$ cat src/rtl/frg_pkg.sv
package frg_pkg;
    localparam int FIELD_W   = 14;
    localparam int PG_LG2    = 12;
    localparam int SMALL_LG2 = 12;
    localparam int LARGE_LG2 = 16;
    localparam int CW        = FIELD_W + 2;
    localparam int WP_BIT    = 31;
    localparam int RP_BIT    = 15;
    localparam int LIMIT_LSB = 16;

    typedef enum logic [1:0] {
        OP_READ    = 2'd0,
        OP_WRITE   = 2'd1,
        OP_ERASE_S = 2'd2,
        OP_ERASE_L = 2'd3
    } op_kind_t;

    typedef enum logic [1:0] {
        ST_IDLE   = 2'd0,
        ST_CHECK  = 2'd1,
        ST_REPORT = 2'd2
    } guard_state_t;

    typedef struct packed {
        logic               wp;
        logic               rp;
        logic [FIELD_W-1:0] base;
        logic [FIELD_W-1:0] limit;
    } range_t;

    localparam int RANGE_W = $bits(range_t);
endpackage

$ cat src/rtl/frg_span.sv
module frg_span
    import frg_pkg::*;
#(
    parameter int AW = 26,
    parameter int LW = 6
) (
    input  op_kind_t         kind,
    input  logic [AW-1:0]    addr,
    input  logic [LW-1:0]    len,
    output logic [CW-1:0]    first_pg,
    output logic [CW-1:0]    last_pg,
    output logic             is_read
);
    localparam logic [AW:0] S_MASK = (AW+1)'((1 << SMALL_LG2) - 1);
    localparam logic [AW:0] L_MASK = (AW+1)'((1 << LARGE_LG2) - 1);

    logic [AW:0] lo;
    logic [AW:0] hi;

    always_comb begin
        unique case (kind)
            OP_ERASE_S: begin
                lo = {1'b0, addr} & ~S_MASK;
                hi = lo | S_MASK;
            end
            OP_ERASE_L: begin
                lo = {1'b0, addr} & ~L_MASK;
                hi = lo | L_MASK;
            end
            default: begin
                lo = {1'b0, addr};
                hi = {1'b0, addr} + (AW+1)'(len);
            end
        endcase
    end

    assign first_pg = CW'(lo >> PG_LG2);
    assign last_pg  = CW'(hi >> PG_LG2);
    assign is_read  = (kind == OP_READ);
endmodule

$ cat src/rtl/frg_cmp.sv
module frg_cmp
    import frg_pkg::*;
(
    input  range_t           rng,
    input  logic [CW-1:0]    first_pg,
    input  logic [CW-1:0]    last_pg,
    input  logic             is_read,
    output logic             hit
);
    logic          armed;
    logic [CW-1:0] b_pg;
    logic [CW-1:0] l_pg;

    assign b_pg  = CW'(rng.base);
    assign l_pg  = CW'(rng.limit);
    assign armed = is_read ? rng.rp : rng.wp;
    assign hit   = armed && (b_pg <= l_pg) && (first_pg <= l_pg) && (last_pg >= b_pg);
endmodule

$ cat src/rtl/frg_regs.sv
module frg_regs
    import frg_pkg::*;
#(
    parameter int NR = 6,
    localparam int IW = (NR > 1) ? $clog2(NR + 1) : 1
) (
    input  logic                 clk,
    input  logic                 rst_n,
    input  logic                 lock,
    input  logic                 we,
    input  logic [IW-1:0]        idx,
    input  logic [31:0]          wdata,
    output range_t [NR-1:0]      ranges
);
    range_t dec;
    logic   unused_bits;

    assign dec.wp    = wdata[WP_BIT];
    assign dec.rp    = wdata[RP_BIT];
    assign dec.base  = wdata[FIELD_W-1:0];
    assign dec.limit = wdata[LIMIT_LSB +: FIELD_W];
    assign unused_bits = ^{wdata[30], wdata[14]};

    for (genvar g = 0; g < NR; g++) begin : g_slot
        always_ff @(posedge clk or negedge rst_n) begin
            if (!rst_n) begin
                ranges[g] <= '0;
            end else if (we && !lock && (idx == IW'(g))) begin
                ranges[g] <= dec;
            end
        end
    end
endmodule

$ cat src/rtl/flash_range_guard.sv
module flash_range_guard
    import frg_pkg::*;
#(
    parameter int NR = 6,
    parameter int AW = 26,
    parameter int LW = 6,
    localparam int IW = 3
) (
    input  logic            clk,
    input  logic            rst_n,
    input  logic            lock,
    input  logic            cfg_we,
    input  logic [IW-1:0]   cfg_idx,
    input  logic [31:0]     cfg_wdata,
    input  logic            req_valid,
    input  logic [1:0]      req_kind,
    input  logic [AW-1:0]   req_addr,
    input  logic [LW-1:0]   req_len,
    output logic            busy,
    output logic            verdict_valid,
    output logic            block,
    output logic            acc_err,
    output logic            fwd_go
);
    guard_state_t          state_q;
    guard_state_t          state_d;
    range_t [NR-1:0]       ranges_q;
    op_kind_t              kind_q;
    logic [AW-1:0]         addr_q;
    logic [LW-1:0]         len_q;
    logic [CW-1:0]         first_pg;
    logic [CW-1:0]         last_pg;
    logic                  is_read;
    logic [NR-1:0]         hit_vec;
    logic                  any_hit;

    frg_regs #(.NR(NR)) u_regs (
        .clk    (clk),
        .rst_n  (rst_n),
        .lock   (lock),
        .we     (cfg_we),
        .idx    (cfg_idx),
        .wdata  (cfg_wdata),
        .ranges (ranges_q)
    );

    // request capture on the accept transition
    always_ff @(posedge clk or negedge rst_n) begin
        if (!rst_n) begin
            kind_q <= OP_READ;
            addr_q <= '0;
            len_q  <= '0;
        end else if (state_q == ST_IDLE && req_valid) begin
            kind_q <= op_kind_t'(req_kind);
            addr_q <= req_addr;
            len_q  <= req_len;
        end
    end

    frg_span #(.AW(AW), .LW(LW)) u_span (
        .kind     (kind_q),
        .addr     (addr_q),
        .len      (len_q),
        .first_pg (first_pg),
        .last_pg  (last_pg),
        .is_read  (is_read)
    );

    for (genvar r = 0; r < NR; r++) begin : g_cmp
        frg_cmp u_cmp (
            .rng      (ranges_q[r]),
            .first_pg (first_pg),
            .last_pg  (last_pg),
            .is_read  (is_read),
            .hit      (hit_vec[r])
        );
    end

    assign any_hit = |hit_vec;

    // state register
    always_ff @(posedge clk or negedge rst_n) begin
        if (!rst_n) state_q <= ST_IDLE;
        else        state_q <= state_d;
    end

    always_comb begin
        state_d = state_q;
        unique case (state_q)
            ST_IDLE:   if (req_valid) state_d = ST_CHECK;
            ST_CHECK:  state_d = ST_REPORT;
            ST_REPORT: state_d = ST_IDLE;
            default:   state_d = ST_IDLE;
        endcase
    end

    // outputs
    always_ff @(posedge clk or negedge rst_n) begin
        if (!rst_n) begin
            verdict_valid <= 1'b0;
            block         <= 1'b0;
            acc_err       <= 1'b0;
            fwd_go        <= 1'b0;
        end else begin
            verdict_valid <= (state_q == ST_CHECK);
            acc_err       <= (state_q == ST_CHECK) && any_hit;
            fwd_go        <= (state_q == ST_CHECK) && !any_hit;
            if (state_q == ST_CHECK) block <= any_hit;
        end
    end

    assign busy = (state_q != ST_IDLE);
endmodule

$ cat config.mk
export PLATFORM = sky130hd
export DESIGN_NAME = flash_range_guard
export DESIGN_NICKNAME = d
export VERILOG_FILES = /design/src/rtl/frg_pkg.sv /design/src/rtl/frg_span.sv /design/src/rtl/frg_cmp.sv /design/src/rtl/frg_regs.sv /design/src/rtl/flash_range_guard.sv
export SDC_FILE = /design/constraint.sdc
export NUM_CORES = 1
export LEC_CHECK = 0
export BUFFER_PORTS_ARGS = -buffer_cell sky130_fd_sc_hd__buf_2
export CORE_UTILIZATION = 25
export DETAILED_ROUTE_END_ITERATION = 7
export GPL_ROUTABILITY_DRIVEN = 0
export PLACE_DENSITY = 0.46
export SLEW_MARGIN = 25
export SYNTH_ARGS = -nofsm -noshare
export SYNTH_HDL_FRONTEND = slang
export SYNTH_SLANG_ARGS = --single-unit
$ cat constraint.sdc
create_clock -name clk -period 4.34 [get_ports clk]
set_clock_uncertainty 0.05 [all_clocks]
set_input_delay 0 -clock clk [delete_from_list [all_inputs] [get_ports clk]]
set_output_delay 0 -clock clk [all_outputs]
set_load 0.02 [all_outputs]
==> flow_metrics.env, run 1 <==
export IMPL_yosys_top_cells_area="dfrtp_1 (38%), ha_1 (22%), mux2_2 (10%), inv_1 (4.6%), o21ai_0 (3.9%)"
export IMPL_crit_fanout=4
export IMPL_htreeDepth=1
export IMPL_clk_latency_ns=0.56
export IMPL_grtUsageTotal=0.1692
export IMPL_power_density_mw_per_mm2=520.6
export IMPL_avgSynthCellArea_sq_um=10.07
export IMPL_cts_sinks=220
export IMPL_grt_pass1_wl_mm=74.95
export IMPL_die_area_sq_mm=0.05880
export IMPL_worst_hold_path_type="in2async"
export IMPL_die_x_um=242.5
export IMPL_synth_cell_area_sq_mm=0.01446
export IMPL_nNetsFinal=2000
export IMPL_hpwl_mm=38.24
export IMPL_drive_gt1_frac=0.2200
export IMPL_synth_edf_count=0
export IMPL_rrSetupSlack_ns=0.09
export IMPL_yosys_area_top_type="dfrtp_1"
export IMPL_start_util=0.2549
export IMPL_slew_viol_final=0
export IMPL_period_minus_slack_ns=4.248
export IMPL_place_ws_ns=-0.2877
export IMPL_firstDrtPassIters=8
export IMPL_io_buffers=76
export IMPL_outcome="complete, no violations"
export IMPL_grt_pass1_vias=12180
export IMPL_netlist_cell_type_count=61
export IMPL_grt_ovfl_total=0
export IMPL_cts_tree="done"
export IMPL_wl_per_cell_um=20.28
export IMPL_path_clk_slew_ns=0.05
export IMPL_final_common_cell="ha_1"
export IMPL_syn_nets=1767
export IMPL_cp_start_kind="flip-flop"
export IMPL_clock_root_buffer="clkbuf_16"
export IMPL_drv_cap=0
export IMPL_row_count=87
export IMPL_areaGrowthSynthToFinish_pct=27.16
export IMPL_synth_async_sr_flop_share=1.000
export IMPL_pin_count=79
export IMPL_numCtsBuffers=28
export IMPL_hold_viol=0
export IMPL_die_h_um=242.5
export IMPL_grt_antenna_before_repair=2
export IMPL_leakage_nw=8.660
export IMPL_vdd_drop_max_uv=294.5
export IMPL_dpl_instance_area_sq_mm=0.01621
export IMPL_relSlewSlack=0.3694
export IMPL_num_vias=11640
export IMPL_ys_dominant_reg_cell="dfrtp_1"
export IMPL_design_area_sq_mm=0.01839
export IMPL_setup_viol=0
export IMPL_detail_route_antenna_nets=0
export IMPL_wl_mm=49.58
export IMPL_path_class="reg2reg"
export IMPL_arrival_ns=4.64
export IMPL_core_area_sq_mm=0.05671
export IMPL_cp_end_kind="flip-flop"
export IMPL_required_ns=4.74
export IMPL_timing_final_crit_share=0.9788
export IMPL_ys_warn_count=0
export IMPL_viasPerCell=4.759
export IMPL_grt_max_degree=103
export IMPL_synth_cells=1436
export IMPL_ys_seq_area_frac=0.3808
export IMPL_cts_max_path_buffers=3
export IMPL_drc_errors=0
export IMPL_setup_slack_ns=0.09180
export IMPL_ys_ff_latch=220
export IMPL_drtIter0Drc=715
export IMPL_final_cell_mix="ha_1 (253), dfrtp_1 (220), inv_1 (177)"
export IMPL_synth_top_area_share=0.3808
export IMPL_worst_pin_slew_ns=0.9459
export IMPL_max_freq_mhz=235.4
## where the power goes
group          total [W]  leakage (nW)  internal (W)  switching (W)
Sequential       0.00293          2.65       0.00254       0.000383
Clock            0.00243         0.471       0.00152       0.000911
Combinational    0.00422          5.53       0.00189        0.00233
Total            0.00957          8.66       0.00595        0.00362
## metrics by stage
| stage | setup TNS, ns | utilization | total power, W | hold slack [ns] | instances |
|---|---|---|---|---|---|
| finish | 0 | 0.3242 | 0.009573 | 0.02039 | 2445 |
| global route | -0.005296 | 0.3241 | 0.01029 | 0.05742 | 2442 |
| CTS | -0.02147 | 0.3221 | 0.009601 | 0.03516 | 2436 |
| detailed placement | -0.6213 | 0.2858 | 0.006892 | -0.03623 | 2299 |
| global placement | -0.2347 | 0.2853 | 0.006768 | -0.04655 | 2298 |
| floorplan | 0 | - | 0.005336 | -0.3456 | 1436 |
## critical path, cell delays in order (launching register included)
cell and delay [ns]:
dfrtp_1 0.41, ha_4 0.30, buf_4 0.11, a21o_1 0.16, a32oi_4 0.15, or3b_4 0.45
inv_4 0.08, buf_4 0.10, nand3_2 0.08, xnor2_2 0.28, ha_1 0.29, nand4_1 0.09
o21ai_1 0.07, nand3_1 0.07, nand3_1 0.08, a221o_1 0.33, a221o_1 0.38, or4b_4 0.50
o22a_1 0.16
## area by class of cell
type | count | area [sq um]
timing repair buffer | 235 | 1848
tap | 756 | 945.9
multi-input combinational | 1006 | 8451
fill | 5781 | 38330
antenna | 3 | 7.507
clock buffer | 42 | 854.6
clock inverter | 5 | 103.9
inverter | 178 | 670.6
sequential | 220 | 5505
## logic make-up (layout without fill, tap and decap cells)
family / after synthesis / count (layout) / synth area share
other cells: 0 / 3 / 0
flops: 220 / 220 / 0.3808
xor+xnor: 10 / 10 / 0.006057
compound gates: 293 / 293 / 0.1255
fa+ha+maj: 257 / 257 / 0.2224
mux: 137 / 137 / 0.1064
simple gates: 309 / 309 / 0.1043
buf+inv: 210 / 460 / 0.05469
## metal layers
metal  track usage  wire length (um)  vias up
met5             0                 0        -
li1              -                 -     5601
met2        0.2924             24050      220
met3       0.01739              1694       72
met1        0.2194             22310     5742
met4       0.05547              1522        0
## sequential cells by signal, indices dropped and copies added, names as in the netlist
name	flops
kind_q	2
u_regs.ranges	180
verdict_valid	1
acc_err	1
addr_q	26
block	1
len_q	6
state_q	2
fwd_go	1
## timing repair
action | in CTS | in global routing
hold endpoints to repair | 385 | 0
buffers inserted | 7 | 6
resized for setup | 37 | 14
hold buffers | 84 | 0
pin swaps | 25 | 17
setup endpoints to repair | 3 | 3
## worst paths after layout
path	startpoint	endpoint	cells after the start
worst min register to register	state_q[1]	state_q[1]	1
worst max register to register	addr_q[5]	block	18
worst max-delay path	addr_q[5]	block	18
worst min-delay path	rst_n	u_regs.ranges[159]	3
min in group clk	cfg_we	u_regs.ranges[79]	4
max in group asynchronous	rst_n	u_regs.ranges[89]	3
## Yosys cell counts (all sizes together) (6+ instances only)
library cell / n
o21a: 7
nand4: 40
dfrtp: 220
ha: 257
mux2: 133
nor3: 10
xnor2: 6
nor2: 38
nand2: 130
a211o: 10
o211ai: 6
clkbuf: 28
nand3: 29
a211oi: 13
a221o: 7
a21o: 30
o21ai: 112
a21oi: 67
nand2b: 13
nor2b: 14
nor4: 7
a31oi: 7
inv: 178
Note: power is estimated with default switching activity, not from simulation.
==> inputs of run 2 (changes only) <==
--- a/config.mk
+++ b/config.mk
@@ -5,7 +5,8 @@
 export SDC_FILE = /design/constraint.sdc
 export NUM_CORES = 1
 export LEC_CHECK = 0
-export BUFFER_PORTS_ARGS = -buffer_cell sky130_fd_sc_hd__buf_2
+export BUFFER_PORTS_ARGS = -buffer_cell sky130_fd_sc_hd__buf_4
+export CORE_ASPECT_RATIO = 0.5
 export CORE_UTILIZATION = 25
 export DETAILED_ROUTE_END_ITERATION = 7
 export GPL_ROUTABILITY_DRIVEN = 0
==> run 2 against run 1 <==
Net effect:
- first-iteration DRC count rose by 4.9%
- fmax up 1.0%
- sequential cell count unchanged
- global-route usage decreased by 0.21 points
==> flow_metrics.env, run 2 (synthesis gave the netlist of run 1 again) <==
export IMPL_outcome="complete, no violations"
export IMPL_intPower_w=0.005622
export IMPL_combPwrFrac=0.453
export IMPL_drc_errors=0
export IMPL_start_util=0.2567
export IMPL_slew_viol_final=0
export IMPL_wl_per_cell_um=19.99
export IMPL_cts_sinks=220
export IMPL_setup_slack_ns=0.1352
export IMPL_hpwl_mm=36.89
export IMPL_crit_start="addr_q[2]"
export IMPL_dpl_instance_area_sq_mm=0.01633
export IMPL_rsz0062_at_grt="true"
export IMPL_vdd_drop_max_uv=223.1
export IMPL_wl_met2_mm=20.50
export IMPL_hold_start="cfg_we"
export IMPL_cp_end_kind="flip-flop"
export IMPL_cp_start_kind="flip-flop"
export IMPL_max_freq_mhz=237.8
export IMPL_final_cell_mix="ha_1 (251), dfrtp_1 (220), inv_1 (177)"
export IMPL_die_area_sq_mm=0.05886
export IMPL_crit_fanout=7
export IMPL_nNetsFinal=1974
export IMPL_wl_met1_mm=24.24
export IMPL_power_w=0.009264
export IMPL_largestRegisters="u_regs.ranges: 180 flops, addr_q: 26 flops, len_q: 6 flops"
export IMPL_cts_tree="done"
export IMPL_highest_layer="met4"
export IMPL_grt_max_degree=85
export IMPL_period_minus_slack_ns=4.205
export IMPL_numCtsBuffers=27
export IMPL_worst_pin_slew_ns=0.9914
export IMPL_io_buffers=76
export IMPL_required_ns=4.75
export IMPL_timing_final_crit_share=0.9689
export IMPL_grt_pass1_vias=11170
export IMPL_row_count=61
export IMPL_clock_root_buffer="clkbuf_16"
export IMPL_areaGrowthSynthToFinish_pct=25.91
export IMPL_pin_count=79
export IMPL_design_area_sq_mm=0.01821
export IMPL_die_x_um=342.1
export IMPL_met3RoutedLength_mm=2.633
export IMPL_arrival_ns=4.61
export IMPL_viasPerCell=4.681
export IMPL_relSlewSlack=0.3391
export IMPL_htreeDepth=1
export IMPL_grtUsageTotal=0.1671
export IMPL_core_area_sq_mm=0.05633
export IMPL_grt_pass1_wl_mm=73.27
export IMPL_detail_route_antenna_nets=0
export IMPL_setup_viol=0
export IMPL_seqPwrFrac=0.315
export IMPL_nFillCells=5845
export IMPL_final_common_cell="ha_1"
export IMPL_r2r_start="addr_q[2]"
export IMPL_path_class="reg2reg"
export IMPL_die_h_um=172.1
export IMPL_place_ws_ns=-0.1903
export IMPL_cts_max_path_buffers=3
export IMPL_clk_latency_ns=0.57
export IMPL_grt_antenna_before_repair=4
export IMPL_drive_gt1_frac=0.2128
export IMPL_hold_viol=0
export IMPL_drtIter0Drc=750
export IMPL_final_core_util=0.3232
export IMPL_top_register="u_regs.ranges"
export IMPL_p_sw_w=0.003642
export IMPL_num_vias=11310
export IMPL_clkPwrFrac=0.231
export IMPL_drv_cap=0
export IMPL_power_density_mw_per_mm2=508.9
export IMPL_worst_hold_path_type="in2reg"
export IMPL_leakage_nw=8.545
export IMPL_sw_frac_of_total=0.3931
export IMPL_firstDrtPassIters=5
export IMPL_largest_reg_flops=180
export IMPL_path_clk_slew_ns=0.06
export IMPL_wl_mm=48.30
export IMPL_grt_ovfl_total=0
-- run 2: cell count changes in the layout (fill, tap and decap cells not counted), sizes merged --
cell / previous run / this run
clkbuf: 42 / 40
bufinv: 3 / 0
buf: 152 / 137
dlygate4sd3: 83 / 73
clkinv: 2 / 4
inv: 178 / 179
diode: 3 / 1
-- run 2: final timing paths --
path | endpoint | slack, ns | depth (start not counted)
worst min register to register | state_q[1] | 0.40 | 1
worst max register to register | block | 0.14 | 17
worst max-delay path | block | 0.14 | 17
max in group asynchronous | addr_q[6] | 2.64 | 4
min in group asynchronous | u_regs.ranges[108] | 0.49 | 3
worst min-delay path | u_regs.ranges[65] | 0.11 | 4
-- run 2: critical path: stages, from the launching register on --
cell,delay (ns)
dfrtp_1,0.38
ha_1,0.29
o21ai_1,0.16
a22oi_2,0.09
a32oi_2,0.29
buf_6,0.20
buf_4,0.15
nor2_1,0.06
a211oi_1,0.23
a21oi_2,0.11
ha_1,0.33
a211o_1,0.31
nor3_1,0.26
o21ai_0,0.20
o221ai_2,0.16
a211oi_1,0.11
or4b_4,0.55
o22a_1,0.17
-- run 2: final cells by class --
type	count	area, sq um	area share
well taps	756	945.9	0.05196
multi-input cells	1006	8467	0.4651
flip-flops and latches	220	5505	0.3024
clock buffers	40	774.5	0.04254
inverters	178	670.6	0.03684
clock inverters	5	32.53	0.001787
diodes	1	2.502	0.0001375
repair buffers	210	1807	0.09924
-- run 2: power groups by stage --
stage                     logic, W  registers [W]  clock network [W]
final                      0.00420        0.00292            0.00214
after CTS                  0.00407        0.00292            0.00221
after global placement     0.00390        0.00294                  0
after floorplan            0.00250        0.00283                  0
after detailed placement   0.00392        0.00295                  0
after global routing       0.00475        0.00299            0.00229
-- run 2: what timing repair did --
item                                    4_1_cts  5_1_grt
pin swaps                                    15       19
resized for setup                            26       26
hold buffers                                 73        0
endpoints found under the setup margin        3        3
endpoints found under the hold margin       309        0
setup buffers                                 3        1
-- run 2: routing by layer --
| layer | vias up | GRT usage |
|---|---|---|
| li1 | 5573 | - |
| met1 | 5447 | 0.2436 |
| met2 | 233 | 0.2541 |
| met3 | 57 | 0.03353 |
| met4 | 0 | 0.03222 |
| met5 | - | 0 |
-- run 2: per-stage QoR --
step / hold slack (ns) / TNS, ns / cells
after global routing: 0.1226 / -0.06144 / 2415
after CTS: 0.08508 / 0 / 2413
after global placement: 0.008376 / -0.4331 / 2292
final: 0.1081 / 0 / 2416
after floorplan: -0.3456 / 0 / 1436
after detailed placement: 0.001181 / -0.4797 / 2292
